$ cat config.mk
export PLATFORM = sky130hd
export DESIGN_NAME = tod_counter
export DESIGN_NICKNAME = d
export VERILOG_FILES = /design/src/rtl/tod_pkg.sv /design/src/rtl/tod_regs.sv /design/src/rtl/tod_preload.sv /design/src/rtl/tod_drift.sv /design/src/rtl/tod_accum.sv /design/src/rtl/tod_counter.sv
export SDC_FILE = /design/constraint.sdc
export NUM_CORES = 1
export LEC_CHECK = 0
export ABC_CLOCK_PERIOD_IN_PS = 23900
export BUFFER_PORTS_ARGS = -buffer_cell sky130_fd_sc_hd__buf_2
export CAP_MARGIN = 15
export CORE_AREA = 5 5 204 255
export DETAILED_ROUTE_END_ITERATION = 6
export DIE_AREA = 0 0 209 260
export GPL_ROUTABILITY_DRIVEN = 0
export PLACE_DENSITY = 0.79
export SETUP_SLACK_MARGIN = 0.15
export SLEW_MARGIN = 10
export SYNTH_ARGS = -nofsm -noshare
export SYNTH_HDL_FRONTEND = slang
export SYNTH_HIERARCHICAL = 1
export SYNTH_SLANG_ARGS = --single-unit
$ cat constraint.sdc
create_clock -name clk -period 23.9 [get_ports clk]
set_input_delay 2.39 -clock clk [delete_from_list [all_inputs] [get_ports clk]]
set_output_delay 2.39 -clock clk [all_outputs]
set_load 0.05 [all_outputs]
$ cat src/rtl/tod_pkg.sv
package tod_pkg;
  localparam logic [5:0] A_CTRL    = 6'h00;
  localparam logic [5:0] A_VAL_LO  = 6'h04;
  localparam logic [5:0] A_VAL_HI  = 6'h08;
  localparam logic [5:0] A_ROLL    = 6'h0C;
  localparam logic [5:0] A_OFF_LO  = 6'h10;
  localparam logic [5:0] A_OFF_HI  = 6'h14;
  localparam logic [5:0] A_PRE_LO  = 6'h18;
  localparam logic [5:0] A_PRE_HI  = 6'h1C;
  localparam logic [5:0] A_DUR     = 6'h20;
  localparam logic [5:0] A_INC     = 6'h24;
  localparam logic [5:0] A_CMD     = 6'h28;
  localparam logic [5:0] A_LIVE_LO = 6'h30;
  localparam logic [5:0] A_LIVE_HI = 6'h34;

  localparam int PER_LSB = 12;
  localparam int PER_W   = 17;
  localparam int SUB_W   = 4;

  typedef struct packed {
    logic             dir;
    logic [PER_W-1:0] period;
    logic [SUB_W-1:0] sub;
  } drift_cfg_t;
endpackage

$ cat src/rtl/tod_regs.sv
module tod_regs
  import tod_pkg::*;
#(
  parameter int DW       = 32,
  parameter int AW       = 6,
  parameter int ROLL_RST = 999_999_999
) (
  input  logic          clk,
  input  logic          rst_n,
  input  logic          wr_en,
  input  logic [AW-1:0] addr,
  input  logic [DW-1:0] wdata,
  input  logic          rd_en,
  output logic [DW-1:0] rdata,
  input  logic [DW-1:0] cnt_hi,
  input  logic [DW-1:0] cnt_lo,
  input  logic          busy,
  input  logic          pend,
  output logic          run,
  output logic          fmt_ns,
  output logic          ctrl_wr,
  output logic          arm_bit,
  output logic [DW-1:0] roll,
  output logic [DW-1:0] off_lo,
  output logic          off_apply,
  output logic [DW-1:0] pre_lo,
  output logic [DW-1:0] pre_hi,
  output logic          val_lo_wr,
  output logic          val_hi_wr,
  output drift_cfg_t    dcfg,
  output logic [DW-1:0] inc,
  output logic          drift_start
);
  logic          arm_q;
  logic [DW-1:0] snap_hi;

  assign ctrl_wr     = wr_en && (addr == A_CTRL);
  assign arm_bit     = wdata[2];
  assign off_apply   = wr_en && (addr == A_OFF_HI);
  assign val_lo_wr   = wr_en && (addr == A_VAL_LO);
  assign val_hi_wr   = wr_en && (addr == A_VAL_HI);
  assign drift_start = wr_en && (addr == A_CMD) && wdata[0];

  always_ff @(posedge clk or negedge rst_n) begin
    if (!rst_n) begin
      run    <= 1'b0;
      fmt_ns <= 1'b0;
      arm_q  <= 1'b0;
      roll   <= DW'(ROLL_RST);
      off_lo <= '0;
      pre_lo <= '0;
      pre_hi <= '0;
      dcfg   <= '0;
      inc    <= '0;
    end else if (wr_en) begin
      case (addr)
        A_CTRL: begin
          run    <= wdata[0];
          fmt_ns <= wdata[1];
          arm_q  <= wdata[2];
        end
        A_ROLL:   roll   <= wdata;
        A_OFF_LO: off_lo <= wdata;
        A_PRE_LO: pre_lo <= wdata;
        A_PRE_HI: pre_hi <= wdata;
        A_DUR: begin
          dcfg.dir    <= wdata[DW-1];
          dcfg.period <= wdata[PER_LSB +: PER_W];
          dcfg.sub    <= wdata[SUB_W-1:0];
        end
        A_INC:    inc    <= wdata;
        default: ;
      endcase
    end
  end

  // Registered read port with a high-word snapshot for coherent 64-bit reads
  always_ff @(posedge clk or negedge rst_n) begin
    if (!rst_n) begin
      rdata   <= '0;
      snap_hi <= '0;
    end else if (rd_en) begin
      case (addr)
        A_CTRL:    rdata <= {17'b0, pend, 11'b0, arm_q, fmt_ns, run};
        A_VAL_LO:  rdata <= cnt_lo;
        A_VAL_HI:  rdata <= cnt_hi;
        A_ROLL:    rdata <= roll;
        A_OFF_LO:  rdata <= off_lo;
        A_PRE_LO:  rdata <= pre_lo;
        A_PRE_HI:  rdata <= pre_hi;
        A_DUR:     rdata <= {dcfg.dir, 2'b0, dcfg.period, 8'b0, dcfg.sub};
        A_INC:     rdata <= inc;
        A_CMD:     rdata <= {30'b0, busy, 1'b0};
        A_LIVE_LO: begin
          rdata   <= cnt_lo;
          snap_hi <= cnt_hi;
        end
        A_LIVE_HI: rdata <= snap_hi;
        default:   rdata <= '0;
      endcase
    end
  end
endmodule

$ cat src/rtl/tod_preload.sv
module tod_preload #(
  parameter int SYNC = 2
) (
  input  logic clk,
  input  logic rst_n,
  input  logic pps_in,
  input  logic ctrl_wr,
  input  logic arm_bit,
  output logic pend,
  output logic fire
);
  logic [SYNC:0] chain;
  logic          pulse_q;

  assign chain[0] = pps_in;

  generate
    for (genvar i = 1; i <= SYNC; i++) begin : g_sync
      always_ff @(posedge clk or negedge rst_n) begin
        if (!rst_n) chain[i] <= 1'b0;
        else        chain[i] <= chain[i-1];
      end
    end
  endgenerate

  assign fire = pend && chain[SYNC] && !pulse_q;

  always_ff @(posedge clk or negedge rst_n) begin
    if (!rst_n) begin
      pulse_q <= 1'b0;
      pend    <= 1'b0;
    end else begin
      pulse_q <= chain[SYNC];
      if (ctrl_wr)   pend <= arm_bit;
      else if (fire) pend <= 1'b0;
    end
  end
endmodule

$ cat src/rtl/tod_drift.sv
module tod_drift
  import tod_pkg::*;
#(
  parameter int DW  = 32,
  parameter int NOM = 64
) (
  input  logic          clk,
  input  logic          rst_n,
  input  logic          run,
  input  logic          start,
  input  drift_cfg_t    cfg,
  input  logic [DW-1:0] inc,
  output logic          busy,
  output logic [DW-1:0] step
);
  logic             dir_q;
  logic [SUB_W-1:0] sub_q;
  logic [SUB_W-1:0] sub_cnt;
  logic [PER_W-1:0] left_q;
  logic [DW-1:0]    inc_q;
  logic [SUB_W-1:0] sub_last;
  logic             corr;

  assign sub_last = (sub_q == '0) ? '0 : sub_q - 1'b1;
  assign corr     = busy && run && (sub_cnt == sub_last);
  assign step     = corr ? (dir_q ? inc_q : '0) : DW'(NOM);

  always_ff @(posedge clk or negedge rst_n) begin
    if (!rst_n) begin
      busy    <= 1'b0;
      dir_q   <= 1'b0;
      sub_q   <= '0;
      sub_cnt <= '0;
      left_q  <= '0;
      inc_q   <= '0;
    end else if (!busy) begin
      if (start && cfg.period != '0) begin
        busy    <= 1'b1;
        dir_q   <= cfg.dir;
        sub_q   <= cfg.sub;
        left_q  <= cfg.period;
        inc_q   <= inc;
        sub_cnt <= '0;
      end
    end else if (run) begin
      if (corr) begin
        sub_cnt <= '0;
        left_q  <= left_q - 1'b1;
        if (left_q == PER_W'(1)) busy <= 1'b0;
      end else begin
        sub_cnt <= sub_cnt + 1'b1;
      end
    end
  end
endmodule

$ cat src/rtl/tod_accum.sv
module tod_accum #(
  parameter int DW = 32
) (
  input  logic          clk,
  input  logic          rst_n,
  input  logic          run,
  input  logic          fmt_ns,
  input  logic [DW-1:0] step,
  input  logic [DW-1:0] roll,
  input  logic          val_lo_wr,
  input  logic          val_hi_wr,
  input  logic [DW-1:0] wdata,
  input  logic          off_apply,
  input  logic [DW-1:0] off_lo,
  input  logic          fire,
  input  logic [DW-1:0] pre_lo,
  input  logic [DW-1:0] pre_hi,
  output logic [DW-1:0] cnt_hi,
  output logic [DW-1:0] cnt_lo
);
  localparam int XW = DW + 2;

  logic [DW-1:0]   step_eff;
  logic [XW-1:0]   lim, a, a1, b, b1;
  logic            c1, c2;
  logic [DW-1:0]   sec_n;
  logic [2*DW-1:0] wide_n;
  logic [DW-1:0]   nx_hi, nx_lo;

  always_comb begin
    step_eff = run ? step : '0;
    // seconds/nanoseconds arithmetic: step, then offset, each normalised
    lim   = {2'b0, roll} + XW'(1);
    a     = {2'b0, cnt_lo} + {2'b0, step_eff};
    c1    = (a >= lim);
    a1    = c1 ? a - lim : a;
    b     = a1 + (off_apply ? {2'b0, off_lo} : '0);
    c2    = (b >= lim);
    b1    = c2 ? b - lim : b;
    sec_n = cnt_hi + (off_apply ? wdata : '0)
          + {{(DW-1){1'b0}}, c1} + {{(DW-1){1'b0}}, c2};
    // nanosecond-only arithmetic over the full pair
    wide_n = {cnt_hi, cnt_lo} + {{DW{1'b0}}, step_eff}
           + (off_apply ? {wdata, off_lo} : '0);

    if (fmt_ns) begin
      nx_hi = wide_n[2*DW-1:DW];
      nx_lo = wide_n[DW-1:0];
    end else begin
      nx_hi = sec_n;
      nx_lo = b1[DW-1:0];
    end

    if (fire) begin
      nx_hi = pre_hi;
      nx_lo = pre_lo;
    end else if (!run && val_hi_wr) begin
      nx_hi = wdata;
      nx_lo = cnt_lo;
    end else if (!run && val_lo_wr) begin
      nx_hi = cnt_hi;
      nx_lo = wdata;
    end
  end

  always_ff @(posedge clk or negedge rst_n) begin
    if (!rst_n) begin
      cnt_hi <= '0;
      cnt_lo <= '0;
    end else begin
      cnt_hi <= nx_hi;
      cnt_lo <= nx_lo;
    end
  end
endmodule

$ cat src/rtl/tod_counter.sv
module tod_counter
  import tod_pkg::*;
#(
  parameter int DW       = 32,
  parameter int AW       = 6,
  parameter int NOM_STEP = 64,
  parameter int ROLL_RST = 999_999_999,
  parameter int SYNC     = 2
) (
  input  logic          clk,
  input  logic          rst_n,
  input  logic          wr_en,
  input  logic [AW-1:0] addr,
  input  logic [DW-1:0] wdata,
  input  logic          rd_en,
  output logic [DW-1:0] rdata,
  input  logic          pps_in
);
  logic          run, fmt_ns, ctrl_wr, arm_bit, off_apply;
  logic          val_lo_wr, val_hi_wr, drift_start, busy, pend, fire;
  logic [DW-1:0] roll, off_lo, pre_lo, pre_hi, inc, step, cnt_hi, cnt_lo;
  drift_cfg_t    dcfg;

  tod_regs #(.DW(DW), .AW(AW), .ROLL_RST(ROLL_RST)) u_regs (
    .clk(clk), .rst_n(rst_n), .wr_en(wr_en), .addr(addr), .wdata(wdata),
    .rd_en(rd_en), .rdata(rdata), .cnt_hi(cnt_hi), .cnt_lo(cnt_lo),
    .busy(busy), .pend(pend), .run(run), .fmt_ns(fmt_ns),
    .ctrl_wr(ctrl_wr), .arm_bit(arm_bit), .roll(roll), .off_lo(off_lo),
    .off_apply(off_apply), .pre_lo(pre_lo), .pre_hi(pre_hi),
    .val_lo_wr(val_lo_wr), .val_hi_wr(val_hi_wr), .dcfg(dcfg), .inc(inc),
    .drift_start(drift_start)
  );

  tod_preload #(.SYNC(SYNC)) u_pre (
    .clk(clk), .rst_n(rst_n), .pps_in(pps_in), .ctrl_wr(ctrl_wr),
    .arm_bit(arm_bit), .pend(pend), .fire(fire)
  );

  tod_drift #(.DW(DW), .NOM(NOM_STEP)) u_drift (
    .clk(clk), .rst_n(rst_n), .run(run), .start(drift_start), .cfg(dcfg),
    .inc(inc), .busy(busy), .step(step)
  );

  tod_accum #(.DW(DW)) u_acc (
    .clk(clk), .rst_n(rst_n), .run(run), .fmt_ns(fmt_ns), .step(step),
    .roll(roll), .val_lo_wr(val_lo_wr), .val_hi_wr(val_hi_wr),
    .wdata(wdata), .off_apply(off_apply), .off_lo(off_lo), .fire(fire),
    .pre_lo(pre_lo), .pre_hi(pre_hi), .cnt_hi(cnt_hi), .cnt_lo(cnt_lo)
  );
endmodule

==> results.toml <==
[status]
status = "complete, but fails checks"
violations = "DRC"

[drt]
drc = 22
first_pass_iters = 7
route.vias.total = 29200
viasPerCell = 7.29
drt_wl_total_um = 109000
wl_per_cell_um = 27.1
ant_nets = 0
drt_iter0_markers = 3662

[setup_path]
crit_fanout = 61
r2r_end = "u_acc/cnt_hi[29]$_DFFE_PN0P_"
critPathMaxStageDelay_ps = 620
reg2reg_from = "u_drift/sub_q[2]$_DFFE_PN0P_"
rr_worst_depth = 63
critPathLaunchType = "flop"
path_class = "reg2reg"
path_depth = 63
reg2reg_setup_slack_ps = 7690
slowest_stage = "or4_4"
setup.worst_path.end = "u_acc/cnt_hi[29]$_DFFE_PN0P_"
cp-end-kind = "flop"
path_delay_family = "compound AO/OA/AOI/OAI gates"
critPathArrivalTime_ps = 16600
path_buf_inv = 6
startpoint = "u_drift/sub_q[2]$_DFFE_PN0P_"
required_ps = 24290

[floorplanning]
io_pins = 75
fp.dieW_um = 209
dieArea_um2 = 54300
initial_core_util_pct = 62.2
rows = 91
die_h_um = 260
fp.coreArea_um2 = 49200

[logic_synthesis]
synthAdderAreaFrac_pct = 11.9
synth_ff_type = "dfrtp_1"
synth_edf_count = 0
synth.distinct_cells = 100
synth_warnings = 6
synth_area_um2 = 30600
syn_inst = 3343
async_reset_ff_share_pct = 100
yosys.area_share.simple_pct = 16.2
synth_area_per_cell_um2 = 9.15
synthMuxAreaShare_pct = 9.31
synth_top_family_by_area = "compound AO/OA/AOI/OAI gates"
syn_nets = 3654
synth_xor_area_share_pct = 5.67
ys_seq_area_share_pct = 30.8
synth-compound-area-share_pct = 22.8
synth-seq-cells = 376

[sta]
finalMaxSlewViolations = 0
hold_violations = 0
finalSetupViolations = 0
period_needed_ps = 16210
max_freq_mhz = 61.7
period_share_pct = 67.8
rsz0062_at_grt = "false"
skew_ps = 22.9
hold_ws_ps = 361
worst_pin_slew_ps = 1310
setup_slack_ps = 7690
finalSetupTns_ps = 0
max_slew_margin_pct = 12.7

[cts]
cts.sinks = 376
clockRootBuffer = "clkbuf_16"
cts_tree = "done"
numCtsBuffers = 37
clk-insertion-delay-late_ps = 540
cts.hold.buffers_added = 0
htreeDepth = 2
postCtsSetupBuffers = 0
cts-resized-gates = 0
clk_path_buf_depth = 3
path_clk_slew_ps = 70

[global_routing]
grt_pass1_wl_um = 165000
track_usage_pct = 38.4
first_global_vias = 28400
antenna_found_initial = 1
grt_max_degree = 183
grt-ovfl-total = 0

[pwr]
vdd_drop_max_uv = 99.1
internal_power_mw = 2.21
p_clk_share_pct = 12.9
leakage_nw = 15.1
netSwitchingPower_mw = 2.19
p_sw_share_pct = 49.8
comb_power_share_pct = 65.2
pwr-share-seq_pct = 21.9
powerDensity_nw_per_um2 = 135

[min_path]
holdCritPathClass = "reg2reg"
hp-start = "u_pre/chain[1]$_DFF_PN0_"

[placed_design]
dpl.hpwl_um = 79500
port_buffers = 74
dp_worst_setup_slack_ps = 8340

[layout]
area_growth_pct = 6.38
num_antenna_cells = 0
layout-drive-gt1-share_pct = 13.7
nNetsFinal = 3638
postLayoutCoreUtil_pct = 66.2

[flow_run]
cap_violations = 0
==> cells in the mapped netlist, drive strengths merged (16+ instances only) <==
| cell | number | area [um^2] |
|---|---|---|
| dfrtp | 355 | 8880 |
| nand2 | 322 | 1210 |
| a21oi | 247 | 1240 |
| ha | 229 | 2870 |
| mux2 | 224 | 2530 |
| o21ai | 204 | 1020 |
| nor2 | 172 | 658 |
| and2 | 146 | 913 |
| xnor2 | 104 | 911 |
| clkbuf | 102 | 383 |
| xor2 | 94 | 823 |
| a21o | 84 | 631 |
| inv | 67 | 251 |
| buf | 63 | 358 |
| nand3 | 60 | 300 |
| a22o | 56 | 490 |
| a221oi | 52 | 455 |
| and3 | 45 | 282 |
| nor3 | 44 | 246 |
| a31oi | 39 | 244 |
| fa | 39 | 781 |
| nand2b | 39 | 244 |
| nand4 | 37 | 238 |
| nor2b | 36 | 233 |
| a211oi | 33 | 248 |
| mux2i | 32 | 320 |
| o21a | 32 | 240 |
| o21bai | 31 | 233 |
| o22ai | 28 | 175 |
| a22oi | 26 | 195 |
| o221ai | 23 | 201 |
| o2bb2ai | 22 | 193 |
| dfstp | 21 | 552 |
| nor4 | 17 | 143 |
| a2111oi | 16 | 140 |
==> per-stage QoR <==
stage | cell area [um^2] | total power, mW | cells
2_1_floorplan | 30600 | 2.96 | 3343
3_3_place_gp | 31400 | 3.61 | 3938
3_5_place_dp | 31400 | 3.70 | 3938
4_1_cts | 32500 | 4.28 | 4001
5_1_grt | 32500 | 4.65 | 4002
6_report | 32500 | 4.41 | 4002
==> worst min-delay path by stage <==
stage,endpoint,slack [ps],cells after the start
after floorplan,u_pre/chain[2]$_DFF_PN0_,330,0
after global placement,u_pre/chain[2]$_DFF_PN0_,340,0
after CTS,u_pre/chain[2]$_DFF_PN0_,360,0
after detailed placement,u_pre/chain[2]$_DFF_PN0_,340,0
final,u_pre/chain[2]$_DFF_PN0_,360,0
after global routing,u_pre/chain[2]$_DFF_PN0_,380,0
==> placed cells by master, fill, tap and decap left out, types with 34 or more instances in the layout <==
| cell type | instances |
|---|---|
| dfrtp_1 | 355 |
| nand2_1 | 322 |
| a21oi_1 | 245 |
| ha_1 | 229 |
| mux2_2 | 220 |
| o21ai_0 | 172 |
| nor2_1 | 163 |
| and2_1 | 144 |
| xnor2_1 | 104 |
| xor2_1 | 94 |
| a21o_1 | 84 |
| buf_2 | 73 |
| inv_1 | 65 |
| nand3_1 | 60 |
| a22o_1 | 56 |
| a221oi_1 | 52 |
| and3_1 | 45 |
| nand2b_1 | 39 |
| nor3_1 | 39 |
| a31oi_1 | 39 |
| fa_1 | 39 |
| clkbuf_16 | 37 |
| nand4_1 | 36 |
| buf_4 | 34 |
==> state kept, by name (all words and copies together) (netlist names) <==
signal and flops:
u_acc/cnt_hi 32, u_acc/cnt_lo 32, u_drift/busy 1, u_drift/dir_q 1, u_drift/inc_q 32, u_drift/left_q 17, u_drift/sub_cnt 4, u_drift/sub_q 4
u_pre/chain 2, u_pre/pend 1, u_pre/pulse_q 1, u_regs/arm_q 1, u_regs/dcfg 22, u_regs/fmt_ns 1, u_regs/inc 32, u_regs/off_lo 32
u_regs/pre_hi 32, u_regs/pre_lo 32, u_regs/rdata 32, u_regs/roll 32, u_regs/run 1, u_regs/snap_hi 32
==> power groups by stage <==
| stage | registers (mW) | clock network, mW | logic (mW) |
|---|---|---|---|
| 3_3_place_gp | 0.956 | 0 | 2.65 |
| 2_1_floorplan | 0.892 | 0 | 2.07 |
| 4_1_cts | 0.953 | 0.570 | 2.76 |
| 5_1_grt | 0.976 | 0.592 | 3.09 |
| 3_5_place_dp | 0.963 | 0 | 2.73 |
| 6_report | 0.966 | 0.568 | 2.87 |
==> worst reg2reg max path: cells and delay by family, from the launching register on <==
kind	cells	cell delay, ps
compound gates	25	6020
xor+xnor	3	490
fa+ha+maj	6	2270
buf+inv	6	1420
flops	1	440
mux	1	510
simple gates	22	4950
==> logic make-up (layout without fill, tap and decap cells) <==
family                   after synthesis  in the layout
AO/OA/AOI/OAI                       1032           1032
XOR/XNOR                             198            198
adder cells (fa/ha/maj)              268            268
buffers and inverters                233            241
flip-flops                           376            376
multiplexers                         256            256
AND/OR/NAND/NOR                      980            980
==> area by class of cell <==
type	instances	area, um^2
inverters	68	255
clock buffers	49	981
flip-flops and latches	376	9440
multi-input cells	2734	20300
repair buffers	110	667
fillers	3967	16600
clock inverters	14	139
well taps	651	815
==> per-layer routing <==
layer | global-route usage (%) | vias to the layer above | wire length [um]
met3 | 8.89 | 565 | 13900
met2 | 59.6 | 2188 | 47100
met5 | 0 | - | 11
li1 | - | 12400 | -
met4 | 24.8 | 2 | 8920
met1 | 48.2 | 14000 | 38600
(Power assumes the default switching activity.)
